**src/rtl/codec_link_pkg.sv**
```systemverilog
// Shared constants, access-state type and secondary-word packer for the
// codec serial link controller. Assumes the fixed 16-bit word format.
package codec_link_pkg;

    localparam int WORD_W = 16;
    localparam int ADDR_W = 5;
    localparam int REG_W  = 8;

    // Progress of a single register access through the frame sequence.
    typedef enum logic [1:0] {
        ACC_IDLE,   // nothing outstanding
        ACC_PEND,   // accepted, waiting for the next primary frame
        ACC_FLAG,   // request flagged in the current primary frame
        ACC_SEC     // secondary frame under way
    } acc_state_t;

    // Packs the outgoing control word: zeros, direction, address, data.
    function automatic logic [WORD_W-1:0] pack_ctrl_word(
        input logic              rd,
        input logic [ADDR_W-1:0] addr,
        input logic [REG_W-1:0]  data
    );
        logic [REG_W-1:0] payload;
        payload = rd ? '0 : data;
        return {2'b00, rd, addr, payload};
    endfunction

endpackage

```
**src/rtl/codec_sync.sv**
```systemverilog
// Brings the codec's bit clock, frame sync and data into the system clock
// domain through a STAGES-deep register chain and flags bit-clock edges.
// Assumes the bit clock is slower than clk / 4 so no edge is missed.
module codec_sync #(
    parameter int STAGES = 2
) (
    input  logic clk,
    input  logic rst_n,
    input  logic sclk_i,
    input  logic fs_i,
    input  logic sd_i,
    output logic sclk_rise,
    output logic sclk_fall,
    output logic fs_s,
    output logic sd_s
);
    localparam int LANES = 3;
    localparam int PW    = LANES * STAGES;

    logic [PW-1:0] pipe;
    logic          sclk_prev;
    logic          sclk_now;

    generate
        if (STAGES == 1) begin : g_single
            // Single-stage capture of the three codec lines.
            always_ff @(posedge clk) begin
                if (!rst_n) pipe <= '0;
                else        pipe <= {sclk_i, fs_i, sd_i};
            end
        end else begin : g_chain
            // Multi-stage chain; newest sample enters at the low lanes.
            always_ff @(posedge clk) begin
                if (!rst_n) pipe <= '0;
                else        pipe <= {pipe[PW-LANES-1:0], sclk_i, fs_i, sd_i};
            end
        end
    endgenerate

    assign sclk_now = pipe[PW-1];
    assign fs_s     = pipe[PW-2];
    assign sd_s     = pipe[PW-3];

    // Remember the previous synchronized bit clock for edge detection.
    always_ff @(posedge clk) begin
        if (!rst_n) sclk_prev <= 1'b0;
        else        sclk_prev <= sclk_now;
    end

    assign sclk_rise = sclk_now & ~sclk_prev;
    assign sclk_fall = ~sclk_now & sclk_prev;

endmodule

```
**src/rtl/codec_shifter.sv**
```systemverilog
// Serializes one outgoing word and deserializes one incoming word per frame.
// Frame start: a bit-clock fall seeing frame sync high while idle. Input bits
// are taken on the next W falls, output bits change after each rise.
// Assumes the tx word is valid in the cycle frame_start is high.
module codec_shifter #(
    parameter int W = 16
) (
    input  logic         clk,
    input  logic         rst_n,
    input  logic         sclk_rise,
    input  logic         sclk_fall,
    input  logic         fs_s,
    input  logic         sd_s,
    input  logic [W-1:0] tx_word,
    output logic         frame_start,
    output logic         word_done,
    output logic [W-1:0] rx_word,
    output logic         sdout
);
    localparam int CW = $clog2(W + 1);

    logic [CW-1:0] rx_left;
    logic [CW-1:0] tx_left;
    logic [W-1:0]  rx_sr;
    logic [W-1:0]  tx_sr;

    assign frame_start = sclk_fall && fs_s && (rx_left == '0);
    assign rx_word     = rx_sr;

    // Shift engine: load on frame start, receive on falls, send on rises.
    always_ff @(posedge clk) begin
        if (!rst_n) begin
            rx_left   <= '0;
            tx_left   <= '0;
            rx_sr     <= '0;
            tx_sr     <= '0;
            sdout     <= 1'b0;
            word_done <= 1'b0;
        end else begin
            word_done <= 1'b0;
            if (frame_start) begin
                rx_left <= CW'(W);
                tx_left <= CW'(W);
                tx_sr   <= tx_word;
            end else if (sclk_fall && rx_left != '0) begin
                rx_sr   <= {rx_sr[W-2:0], sd_s};
                rx_left <= rx_left - CW'(1);
                if (rx_left == CW'(1)) word_done <= 1'b1;
            end else if (sclk_rise) begin
                if (tx_left != '0) begin
                    sdout   <= tx_sr[W-1];
                    tx_sr   <= {tx_sr[W-2:0], 1'b0};
                    tx_left <= tx_left - CW'(1);
                end else begin
                    sdout   <= 1'b0;
                end
            end
        end
    end

    AST_EDGE_EXCL: assert property (@(posedge clk) disable iff (!rst_n)
        !(sclk_rise && sclk_fall)) else $error("edges overlap");
    AST_CNT_BOUND: assert property (@(posedge clk) disable iff (!rst_n)
        rx_left <= CW'(W)) else $error("bit count overflow");
    AST_START_NOT_DONE: assert property (@(posedge clk) disable iff (!rst_n)
        frame_start |-> !word_done) else $error("start during done");

endmodule

```
**src/rtl/codec_frame_ctl.sv**
```systemverilog
// Chooses the kind of each frame, builds the outgoing word and decodes the
// incoming one. It owns the single-outstanding register-access sequence:
// accept, flag in a primary frame, run the secondary frame, report done.
// Assumes frame_start and word_done never coincide.
module codec_frame_ctl
    import codec_link_pkg::*;
(
    input  logic              clk,
    input  logic              rst_n,
    input  logic              mode_16,
    input  logic              frame_start,
    input  logic              word_done,
    input  logic [WORD_W-1:0] rx_word,
    output logic [WORD_W-1:0] tx_word,
    input  logic [WORD_W-1:0] dac_sample,
    output logic              dac_taken,
    output logic [WORD_W-1:0] adc_sample,
    output logic              adc_ms,
    output logic              adc_valid,
    input  logic              reg_req,
    input  logic              reg_rd,
    input  logic [ADDR_W-1:0] reg_addr,
    input  logic [REG_W-1:0]  reg_wdata,
    output logic              reg_ready,
    output logic              reg_done,
    output logic [REG_W-1:0]  reg_rdata,
    output logic              req_pin
);
    acc_state_t        st;
    logic              cur_sec;
    logic              rd_q;
    logic [ADDR_W-1:0] addr_q;
    logic [REG_W-1:0]  wdata_q;
    logic              accept;

    assign reg_ready = (st == ACC_IDLE);
    assign accept    = reg_req && reg_ready;
    assign req_pin   = mode_16 && (st == ACC_FLAG);

    // Outgoing word for a frame starting now, chosen from the access state.
    always_comb begin
        if (st == ACC_FLAG)  tx_word = pack_ctrl_word(rd_q, addr_q, wdata_q);
        else if (mode_16)    tx_word = dac_sample;
        else                 tx_word = {dac_sample[WORD_W-1:1], st == ACC_PEND};
    end

    // Access sequencing, frame bookkeeping and result capture.
    always_ff @(posedge clk) begin
        if (!rst_n) begin
            st         <= ACC_IDLE;
            cur_sec    <= 1'b0;
            rd_q       <= 1'b0;
            addr_q     <= '0;
            wdata_q    <= '0;
            dac_taken  <= 1'b0;
            adc_valid  <= 1'b0;
            adc_sample <= '0;
            adc_ms     <= 1'b0;
            reg_done   <= 1'b0;
            reg_rdata  <= '0;
        end else begin
            dac_taken <= 1'b0;
            adc_valid <= 1'b0;
            reg_done  <= 1'b0;
            if (frame_start) begin
                if (st == ACC_FLAG) begin
                    st      <= ACC_SEC;
                    cur_sec <= 1'b1;
                end else begin
                    cur_sec   <= 1'b0;
                    dac_taken <= 1'b1;
                    if (st == ACC_PEND) st <= ACC_FLAG;
                end
            end
            if (accept) begin
                st      <= ACC_PEND;
                rd_q    <= reg_rd;
                addr_q  <= reg_addr;
                wdata_q <= reg_wdata;
            end
            if (word_done) begin
                if (cur_sec) begin
                    cur_sec  <= 1'b0;
                    st       <= ACC_IDLE;
                    reg_done <= 1'b1;
                    if (rd_q) reg_rdata <= rx_word[REG_W-1:0];
                end else begin
                    adc_valid <= 1'b1;
                    if (mode_16) begin
                        adc_sample <= rx_word;
                        adc_ms     <= 1'b0;
                    end else begin
                        adc_sample <= {rx_word[WORD_W-1:1], 1'b0};
                        adc_ms     <= rx_word[0];
                    end
                end
            end
        end
    end

    AST_ONE_OUTSTANDING: assert property (@(posedge clk) disable iff (!rst_n)
        (reg_req && reg_ready) |=> !reg_ready) else $error("second access");
    AST_READY_ON_DONE: assert property (@(posedge clk) disable iff (!rst_n)
        reg_done |-> reg_ready) else $error("done while busy");
    AST_DONE_PULSE: assert property (@(posedge clk) disable iff (!rst_n)
        reg_done |=> !reg_done) else $error("done too long");
    AST_SEC_NO_ADC: assert property (@(posedge clk) disable iff (!rst_n)
        reg_done |-> !adc_valid) else $error("sample from control frame");
    AST_PIN_FALLS_AT_SEC: assert property (@(posedge clk) disable iff (!rst_n)
        (req_pin && frame_start) |=> !req_pin) else $error("pin stuck");

endmodule

```
**src/rtl/codec_link_ctrl.sv**
```systemverilog
// Top of the host-side codec serial link controller: synchronizer, shifter
// and frame/register-access control. Assumes the codec masters both the
// bit clock and the frame sync and that clk runs well above the bit rate.
module codec_link_ctrl
    import codec_link_pkg::*;
#(
    parameter int SYNC_STAGES = 2
) (
    input  logic                clk,
    input  logic                rst_n,
    input  logic                mode_16,
    input  logic                cdc_sclk,
    input  logic                cdc_fs,
    input  logic                cdc_sdin,
    output logic                cdc_sdout,
    output logic                cdc_req,
    input  logic [WORD_W-1:0]   dac_sample,
    output logic                dac_taken,
    output logic [WORD_W-1:0]   adc_sample,
    output logic                adc_ms,
    output logic                adc_valid,
    input  logic                reg_req,
    input  logic                reg_rd,
    input  logic [ADDR_W-1:0]   reg_addr,
    input  logic [REG_W-1:0]    reg_wdata,
    output logic                reg_ready,
    output logic                reg_done,
    output logic [REG_W-1:0]    reg_rdata
);
    logic              sclk_rise;
    logic              sclk_fall;
    logic              fs_s;
    logic              sd_s;
    logic              frame_start;
    logic              word_done;
    logic [WORD_W-1:0] rx_word;
    logic [WORD_W-1:0] tx_word;

    codec_sync #(.STAGES(SYNC_STAGES)) u_sync (
        .clk       (clk),
        .rst_n     (rst_n),
        .sclk_i    (cdc_sclk),
        .fs_i      (cdc_fs),
        .sd_i      (cdc_sdin),
        .sclk_rise (sclk_rise),
        .sclk_fall (sclk_fall),
        .fs_s      (fs_s),
        .sd_s      (sd_s)
    );

    codec_shifter #(.W(WORD_W)) u_shift (
        .clk         (clk),
        .rst_n       (rst_n),
        .sclk_rise   (sclk_rise),
        .sclk_fall   (sclk_fall),
        .fs_s        (fs_s),
        .sd_s        (sd_s),
        .tx_word     (tx_word),
        .frame_start (frame_start),
        .word_done   (word_done),
        .rx_word     (rx_word),
        .sdout       (cdc_sdout)
    );

    codec_frame_ctl u_ctl (
        .clk         (clk),
        .rst_n       (rst_n),
        .mode_16     (mode_16),
        .frame_start (frame_start),
        .word_done   (word_done),
        .rx_word     (rx_word),
        .tx_word     (tx_word),
        .dac_sample  (dac_sample),
        .dac_taken   (dac_taken),
        .adc_sample  (adc_sample),
        .adc_ms      (adc_ms),
        .adc_valid   (adc_valid),
        .reg_req     (reg_req),
        .reg_rd      (reg_rd),
        .reg_addr    (reg_addr),
        .reg_wdata   (reg_wdata),
        .reg_ready   (reg_ready),
        .reg_done    (reg_done),
        .reg_rdata   (reg_rdata),
        .req_pin     (cdc_req)
    );

endmodule

```
**config.mk**
```make
export PLATFORM = sky130hd
export DESIGN_NAME = codec_link_ctrl
export DESIGN_NICKNAME = d
export VERILOG_FILES = /design/src/rtl/codec_link_pkg.sv /design/src/rtl/codec_sync.sv /design/src/rtl/codec_shifter.sv /design/src/rtl/codec_frame_ctl.sv /design/src/rtl/codec_link_ctrl.sv
export SDC_FILE = /design/constraint.sdc
export NUM_CORES = 1
export LEC_CHECK = 0
export BUFFER_PORTS_ARGS = -buffer_cell sky130_fd_sc_hd__buf_2
export CAP_MARGIN = 20
export CORE_ASPECT_RATIO = 1.1
export CORE_MARGIN = 4
export CORE_UTILIZATION = 50
export DETAILED_ROUTE_END_ITERATION = 12
export PLACE_DENSITY = 0.71
export RECOVER_POWER = 25
export SYNTH_ARGS = -nofsm -noshare
export SYNTH_HDL_FRONTEND = slang
export SYNTH_SLANG_ARGS = --single-unit
```
**constraint.sdc**
```tcl
create_clock -name clk -period 1.7 [get_ports clk]
set_clock_uncertainty 0.1 [all_clocks]
set_input_delay 0.085 -clock clk [delete_from_list [all_inputs] [get_ports clk]]
set_output_delay 0.085 -clock clk [all_outputs]
set_load 0.01 [all_outputs]
```
==> out/metrics.csv, run 1 <==
metric,value,unit
Clock Power Share,41.8,%
Cell Rows,33,
total gr overflow,0,
Non-Filler Instances,651,
first-pass GRT wire length,14300,µm
largest net degree at the start of global routing,47,
via count,3318,
"CP delay by family, top",simple AND/OR/NAND/NOR gates,
Final ANT Viol Nets,0,
Clock Root Buffer,clkbuf_8,
Worst Path Max Fanout,19,
failing checks,setup timing,
Reg2Reg Depth,6,
wire per inst,13.5,µm
DR iter-0 viols,152,
Total Neg Setup Slack,-0.0750,ns
"Primary FF master, synth",dfxtp_1,
Psw,928,µW
Worst-Margin Slew,0.691,ns
"EDFF count, synth",0,
vias in the first global route,3133,
Syn Inst Count,438,
"slowest stage cell, crit path",or4b_4,
Yosys warnings,0,
Final Hold Viols,0,
setup ws final,-0.0307,ns
initial antenna violation count,0,
Synth Register Bits,96,
Global Route Usage Sum,18.5,%
FF-to-FF Start,u_shift.tx_left[1],
Core Box Area,7600,µm²
worst rel slew slack,53.9,%
post-synthesis net count,479,
RSZ-0062 raised after global routing,true,
DR vias/cell,5.10,
RR Endpoint,u_shift.tx_sr[12],
placed cells,607,
run status,"finished, violations left",
Die ar.,9490,µm²
hold endpoint,u_shift.tx_sr[7],
CP endpoint kind,flop,
"FFs w/ async S/R, synth",0,%
hold_sp,dac_sample[7],
Die Ht,102,µm
Bufs on Longest Clock Path,2,
"Clk pin slew, worst setup/hold paths",0.08,ns
fin crit share,102,%
mapped cell area,4000,µm²
WL final,8820,µm
drt drc,0,
syn avg cell area,9.12,µm²
max_cap viols,0,
final-report max-slew violation count,0,
Syn-to-layout area delta,29.9,%
CP arrival,1.87,ns
Cell Pwr Density,842,nW/µm²
register area share after synthesis,48.1,%
Int Power,3440,µW
crit-path cells,inv_2 -> ha_4 -> or4b_4 -> and2_4 -> a22oi_1 -> a21boi_2,
IO Port Bufs,67,
hold crit path type,in2reg,
Ports,68,
initial core utilization,52.6,%
final net count,582,
post-layout power,4370,µW
clk_lat worst skew,0.36,ns
r2r setup slk,-0.03,ns
CTS tree,done,
critical path startpoint category,flop,
# H-tree levels,3,
"commonest non-fill, non-tap cell in the layout",nand2_1,
post-synth cell types,42,
DP HPWL,5610,µm
Sw Share,21.2,%
setup violators final,5,
share of cells above drive strength 1,27.3,%
WS Path Type,reg2reg,
Clock Sink Count,96,
logic gate share of total power,5.6,%
cts bufs inserted,9,
CP max stage delay,0.48,ns
Die X,93.2,µm
f_max,578,MHz
crit path time final,1.73,ns
most frequent cells in the layout,"97 x nand2_1, 92 x dfxtp_1, 48 x buf_2",
CP bufs+invs,1,
static leakage,0.00206,µW
antenna cell count,0,
Max rail drop VDD,537,µV
Hold Path Cell Cnt,4,
Critical Path RT,1.84,ns
Routability Congestion,0.779,
Detailed Routing Iterations Pass 1,4,
sequential share of power,52.6,%
## power groups by stage
stage	Sequential, µW	Combinational, µW	Clock [µW]
final	2300	246	1830
after global routing	2300	273	1960
after CTS	2300	246	1860
after detailed placement	2350	208	0
after global placement	2350	204	0
after floorplan	2340	128	0
## Yosys cell counts (2+ instances only)
master       n  area, µm²
and2_4       2       17.5
nor3_1       4       20.0
or4b_4       2       27.5
nor2_1      13       48.8
dfxtp_1     96       1920
clkbuf_1    20       75.1
a32oi_1      2       17.5
a21boi_1     8       60.1
mux2i_1      8       80.1
inv_1        5       18.8
a211oi_2     2       25.0
and2_1       8       50.1
and2_0       2       12.5
mux2_2       6       67.6
and3b_1      2       17.5
nor2b_1     13       81.3
nand2_1    115        432
nand3_1      7       35.0
a21boi_0    54        405
a2bb2oi_1    7       61.3
and3_1       3       18.8
buf_4        2       15.0
nor4bb_1     7       70.1
nor3b_1      2       15.0
a22oi_1      7       52.6
buf_6        3       33.8
nand2b_1     4       25.0
buf_8        2       30.0
ha_1         4       50.1
xor2_1       3       26.3
a21oi_1     13       65.1
xnor2_1      2       17.5
## final cells by class
class	count	area [µm²]
clock inverter	6	113
clock buffer	10	138
multi-input combinational	312	2050
sequential	96	1930
tap	105	131
inverter	5	18.8
timing repair buffer	117	810
fill	670	2410
## how the worst max path moves through the flow
stage                       startpoint                 to  slack (ns)  cells after the start
floorplan           u_shift.tx_left[1]  u_shift.tx_sr[14]       -0.12                      8
global placement    u_shift.tx_left[1]  u_shift.tx_sr[12]        0.01                      6
detailed placement  u_shift.tx_left[1]   u_shift.tx_sr[9]       -0.03                      6
CTS                 u_shift.tx_left[1]  u_shift.tx_sr[13]       -0.03                      6
global route        u_shift.tx_left[1]  u_shift.tx_sr[12]       -0.15                      6
finish              u_shift.tx_left[1]  u_shift.tx_sr[12]       -0.03                      6
## registers in the layout, summed over array words and instances, names as in the netlist, 6 cells and up
name / count
u_ctl.adc_sample: 16
u_ctl.reg_rdata: 8
u_ctl.wdata_q: 8
u_shift.rx_word: 16
u_shift.tx_sr: 16
u_sync.pipe: 6
## timing repair
action,in CTS,in global routing
buffers inserted,0,3
endpoints found under the hold margin,22,0
endpoints found under the setup margin,11,36
hold buffers,21,0
gates cloned,0,4
gates resized for setup,8,32
pin swaps,1,16
## metal layers
layer,global-route usage (%),share of wire (%)
met1,23.0,45
met2,32.0,50
met4,6.43,1.2
met5,0,0
met3,3.49,3.9
## tightest hold or removal path: stages
cell	delay (ns)
buf_2	0.09
a21oi_1	0.06
a2bb2oi_1	0.12
a21boi_1	0.11
## cell families after synthesis
logic type      share of synthesized area (%)
compound gates                           18.4
simple gates                             23.1
flops                                    48.1
xor+xnor                                 1.10
mux                                      3.70
buf+inv                                  4.32
fa+ha+maj                                1.25
## per-stage QoR
stage               hold slack [ns]  instance area (µm²)  util [%]  setup slack [ns]
detailed placement            0.193                 4590      60.4           -0.0313
global route                 0.0596                 5190      68.3            -0.150
floorplan                     0.112                 4050         -            -0.115
global placement              0.194                 4590      60.4            0.0134
CTS                          0.0414                 5060      66.6           -0.0349
finish                       0.0532                 5190      68.3           -0.0307
Power figures use the tool's default switching activity.
==> run 2: changes to the inputs <==
- BUFFER_PORTS_ARGS: -buffer_cell sky130_fd_sc_hd__buf_2 -> -buffer_cell sky130_fd_sc_hd__buf_4
==> run 2 against run 1 <==
Net effect: the flow still finishes with violations (setup timing); sequential share of layout area fell by 0.51 points; count of clock-buffer cells in the layout did not move; first-iteration DRC count fell by 27%; critical path depth rose by 1; fmax fell by 0.19%; combinational power rose by 8.9%; final cell count fell by 0.15%; flip-flop and latch count did not move; routed wire length rose by 0.83%; critical path type unchanged; largest power group unchanged; highest routed layer unchanged.
==> out/metrics.csv, run 2 (synthesis results as in run 1) <==
metric,value,unit
Hold Path Cell Cnt,4,
cts bufs inserted,9,
DR iter-0 viols,111,
fin crit share,102,%
Final ANT Viol Nets,0,
initial core utilization,52.6,%
final-report max-slew violation count,0,
Critical Path RT,1.89,ns
setup ws final,-0.0340,ns
Final Hold Viols,0,
Cell Rows,33,
"slowest stage cell, crit path",or4b_4,
Die ar.,9490,µm²
Die X,93.2,µm
Bufs on Longest Clock Path,2,
Clock Sink Count,96,
crit path time final,1.73,ns
Die Ht,102,µm
area of the multi-input gates,2040,µm²
Global Route Usage Sum,18.9,%
sequential share of power,54.8,%
f_max,577,MHz
Total Neg Setup Slack,-0.134,ns
Worst Path Max Fanout,16,
initial antenna violation count,0,
placed cells,606,
"Cell Area, Placed",4740,µm²
drt drc,0,
total gr overflow,0,
most frequent cells in the layout,"99 x nand2_1, 92 x dfxtp_1, 73 x buf_4",
RSZ-0062 raised after global routing,true,
via count,3259,
post-layout power,4190,µW
max_cap viols,0,
Int Power,3270,µW
Worst-Margin Slew,0.972,ns
first-pass GRT wire length,14500,µm
vias in the first global route,3154,
DR vias/cell,5.01,
WL final,8890,µm
CTS tree,done,
hold crit path type,in2reg,
setup violators final,13,
CP bufs+invs,2,
"Clk pin slew, worst setup/hold paths",0.09,ns
Max rail drop VDD,528,µV
Detailed Routing Iterations Pass 1,5,
# fillers,640,
Non-Filler Instances,650,
worst rel slew slack,35.2,%
Clock Root Buffer,clkbuf_8,
Crit. path cell count,7,
failing checks,setup timing,
wire per inst,13.7,µm
antenna cell count,0,
Routability Congestion,0.782,
crit-path cells,inv_2 -> ha_4 -> or4b_4 -> a22oi_4 -> buf_12 -> nand2_2 -> a21boi_1,
"CP delay by family, top",simple AND/OR/NAND/NOR gates,
CP endpoint kind,flop,
final net count,581,
clk_lat worst skew,0.36,ns
Hold WS,0.0309,ns
CP max stage delay,0.50,ns
largest net degree at the start of global routing,37,
Core Box Area,7600,µm²
"commonest non-fill, non-tap cell in the layout",nand2_1,
Cell Pwr Density,797,nW/µm²
Psw,918,µW
static leakage,0.00210,µW
WS Path Type,reg2reg,
# H-tree levels,3,
critical path startpoint category,flop,
Ports,68,
IO Port Bufs,67,
Sw Share,21.9,%
logic gate share of total power,6.4,%
CP arrival,1.92,ns
Post-Layout Inst Area,5260,µm²
DP HPWL,5690,µm
Clock Power Share,38.8,%
Syn-to-layout area delta,31.7,%
register area,1930,µm²
Reg2Reg Depth,7,
share of cells above drive strength 1,27.3,%
run status,"finished, violations left",
==> run 2: changes by cell type in the layout (fill, tap and decap cells not counted), sizes merged <==
| cell | delta |
|---|---|
| clkbuf | -3 |
| buf | +2 |
| clkinvlp | +1 |
| bufinv | -1 |
| dlygate4sd3 | -1 |
| and2 | +1 |
==> run 2: per-layer routing <==
metal	wire (µm)	GRT usage, %
met2	4600	34.6
met1	3860	22.8
met5	0	0
met4	117	5.07
met3	317	3.34
==> run 2: tightest hold or removal path, stage by stage <==
cell	delay, ns
buf_4	0.08
a21oi_1	0.06
a2bb2oi_1	0.13
a21boi_1	0.11
==> run 2: final timing paths <==
check	to	startpoint	slack, ns
worst max-delay path	u_shift.tx_sr[6]	u_shift.tx_left[1]	-0.03
worst min-delay path	u_shift.tx_sr[2]	dac_sample[2]	0.03
worst max register to register	u_shift.tx_sr[6]	u_shift.tx_left[1]	-0.03
worst min register to register	u_sync.pipe[3]	u_sync.pipe[0]	0.34
==> run 2: stage by stage <==
step / utilization [%] / setup slack (ns)
6_report: 69.3 / -0.0340
3_5_place_dp: 62.4 / -0.0394
2_1_floorplan: - / -0.115
5_1_grt: 69.3 / -0.0950
3_3_place_gp: 62.4 / 0.00732
4_1_cts: 68.1 / -0.0411
==> run 2: area by class of cell <==
type	instances	area share, %
clock buffer	10	2.43
clock inverter	6	1.71
inverter	5	0.357
multi-input combinational	313	38.7
sequential	96	36.6
tap	105	2.50
timing repair buffer	115	17.7
==> run 2: what timing repair did <==
item                                    in CTS  in global routing
hold buffers                                20                  0
pin swaps                                    1                 15
buffers inserted                             0                  3
hold endpoints to repair                    20                  0
resized for setup                            8                 27
endpoints found under the setup margin      13                 34
gates cloned                                 1                  4
==> run 2: power groups by stage <==
stage	Clock (µW)	Sequential, µW	Combinational (µW)
after floorplan	0	2340	128
after global placement	0	2350	227
after detailed placement	0	2350	229
after CTS	1670	2300	266
after global routing	1750	2300	295
final	1630	2300	268
==> run 3: changes to the inputs <==
- MAX_ROUTING_LAYER: unset -> met4
==> run 3 against run 2 <==
Net effect: the flow still finishes with violations (setup timing); final cell count stayed put; fmax rose by 0.15%; highest routed layer unchanged; via count is essentially flat.
==> out/metrics.csv, run 3 (synthesis results as in run 1) <==
metric,value,unit
run status,"finished, violations left",
failing checks,setup timing,
Cell Pwr Density,797,nW/µm²
IO Port Bufs,67,
Final ANT Viol Nets,0,
antenna cell count,0,
most frequent cells in the layout,"99 x nand2_1, 92 x dfxtp_1, 73 x buf_4",
total gr overflow,0,
Util after Layout,69.3,%
DP HPWL,5690,µm
Global Route Usage Sum,19.5,%
setup violators final,11,
final net count,581,
Sw Share,21.9,%
vias in the first global route,3156,
WL final,8880,µm
Psw,920,µW
Detailed Routing Iterations Pass 1,4,
worst rel slew slack,33.9,%
area of the multi-input gates,2040,µm²
Ports,68,
critical path startpoint category,flop,
max_cap viols,0,
Post-Layout Inst Area,5260,µm²
fin crit share,102,%
WS Path Type,reg2reg,
"Clk pin slew, worst setup/hold paths",0.09,ns
Clock Sink Count,96,
logic gate share of total power,6.4,%
Clock Root Buffer,clkbuf_8,
via count,3261,
Die ar.,9490,µm²
Final Hold Viols,0,
CTS tree,done,
Die X,93.2,µm
initial core utilization,52.6,%
DR vias/cell,5.02,
placed cells,606,
"slowest stage cell, crit path",or4b_4,
hold crit path type,in2reg,
Max rail drop VDD,531,µV
wire per inst,13.7,µm
Int Power,3270,µW
Crit. path cell count,7,
CP arrival,1.92,ns
Routability Congestion,0.793,
"CP delay by family, top",simple AND/OR/NAND/NOR gates,
Worst-Margin Slew,0.991,ns
static leakage,0.00210,µW
Cell Rows,33,
Worst Path Max Fanout,16,
Critical Path RT,1.88,ns
cts bufs inserted,9,
sequential share of power,54.8,%
# fillers,640,
RSZ-0062 raised after global routing,true,
Core Box Area,7600,µm²
initial antenna violation count,0,
Syn-to-layout area delta,31.7,%
Non-Filler Instances,650,
f_max,578,MHz
crit path time final,1.73,ns
Clock Power Share,38.8,%
register area,1930,µm²
pre-CTS setup slack,-0.0394,ns
DR iter-0 viols,110,
"Cell Area, Placed",4740,µm²
Reg2Reg Depth,7,
first-pass GRT wire length,14500,µm
CP bufs+invs,2,
Hold Path Cell Cnt,4,
Bufs on Longest Clock Path,2,
crit-path cells,inv_2 -> ha_4 -> or4b_4 -> a22oi_4 -> buf_12 -> nand2_2 -> a21boi_1,
share of cells above drive strength 1,27.3,%
Die Ht,102,µm
"commonest non-fill, non-tap cell in the layout",nand2_1,
largest net degree at the start of global routing,37,
clk_lat worst skew,0.36,ns
CP max stage delay,0.50,ns
setup ws final,-0.0313,ns
# H-tree levels,3,
CP endpoint kind,flop,
post-layout power,4190,µW
drt drc,0,
final-report max-slew violation count,0,
## run 3: cell counts in the layout (fill, tap and decap cells not counted)
No cell type changed its count.
## run 3: cell type report
| cell class | count | area share (%) |
|---|---|---|
| Inverter | 5 | 0.357 |
| Clock inverter | 6 | 1.71 |
| Multi-Input combinational cell | 313 | 38.7 |
| Sequential cell | 96 | 36.6 |
| Timing Repair Buffer | 115 | 17.7 |
| Clock buffer | 10 | 2.43 |
| Tap cell | 105 | 2.50 |
## run 3: what timing repair did
action,CTS,global route
endpoints found under the hold margin,20,0
buffers inserted,0,3
resized for setup,8,27
hold buffers,20,0
gates cloned,1,4
setup endpoints to repair,13,34
pin swaps,1,15
## run 3: worst paths after layout
path / startpoint / end / slack [ns]
max: u_shift.tx_left[1] / u_shift.tx_sr[6] / -0.03
min: dac_sample[2] / u_shift.tx_sr[2] / 0.03
max reg2reg: u_shift.tx_left[1] / u_shift.tx_sr[6] / -0.03
min reg2reg: u_sync.pipe[0] / u_sync.pipe[3] / 0.34
## run 3: power by group through the flow
stage                     clock (µW)  sequential, µW  combinational [µW]
after detailed placement           0            2350                 229
final                           1630            2300                 268
after CTS                       1670            2300                 266
after global routing            1750            2300                 296
after global placement             0            2350                 227
after floorplan                    0            2340                 128
## run 3: per-stage QoR
stage | hold slack [ns] | setup TNS [ns]
final | 0.0286 | -0.0933
after global routing | 0.0450 | -2.12
after CTS | 0.0242 | -0.190
after detailed placement | 0.195 | -0.213
after global placement | 0.193 | 0
after floorplan | 0.112 | -1.10
## run 3: routing by layer
layer | track usage, % | up-vias | routed length, µm
met5 | - | - | 0
met4 | 5.07 | 0 | 118
met3 | 3.19 | 10 | 308
met2 | 34.7 | 67 | 4590
met1 | 22.8 | 1498 | 3870
li1 | - | 1686 | -
## run 3: worst register-to-register path, delay by kind of cell, from the launching register on
| family | cells | cell delay (ns) |
|---|---|---|
| AOI/OAI and AO/OA | 2 | 0.33 |
| adders and majority gates | 1 | 0.13 |
| buffers and inverters | 2 | 0.22 |
| and+or+nand+nor | 2 | 0.56 |
| DFF | 1 | 0.33 |
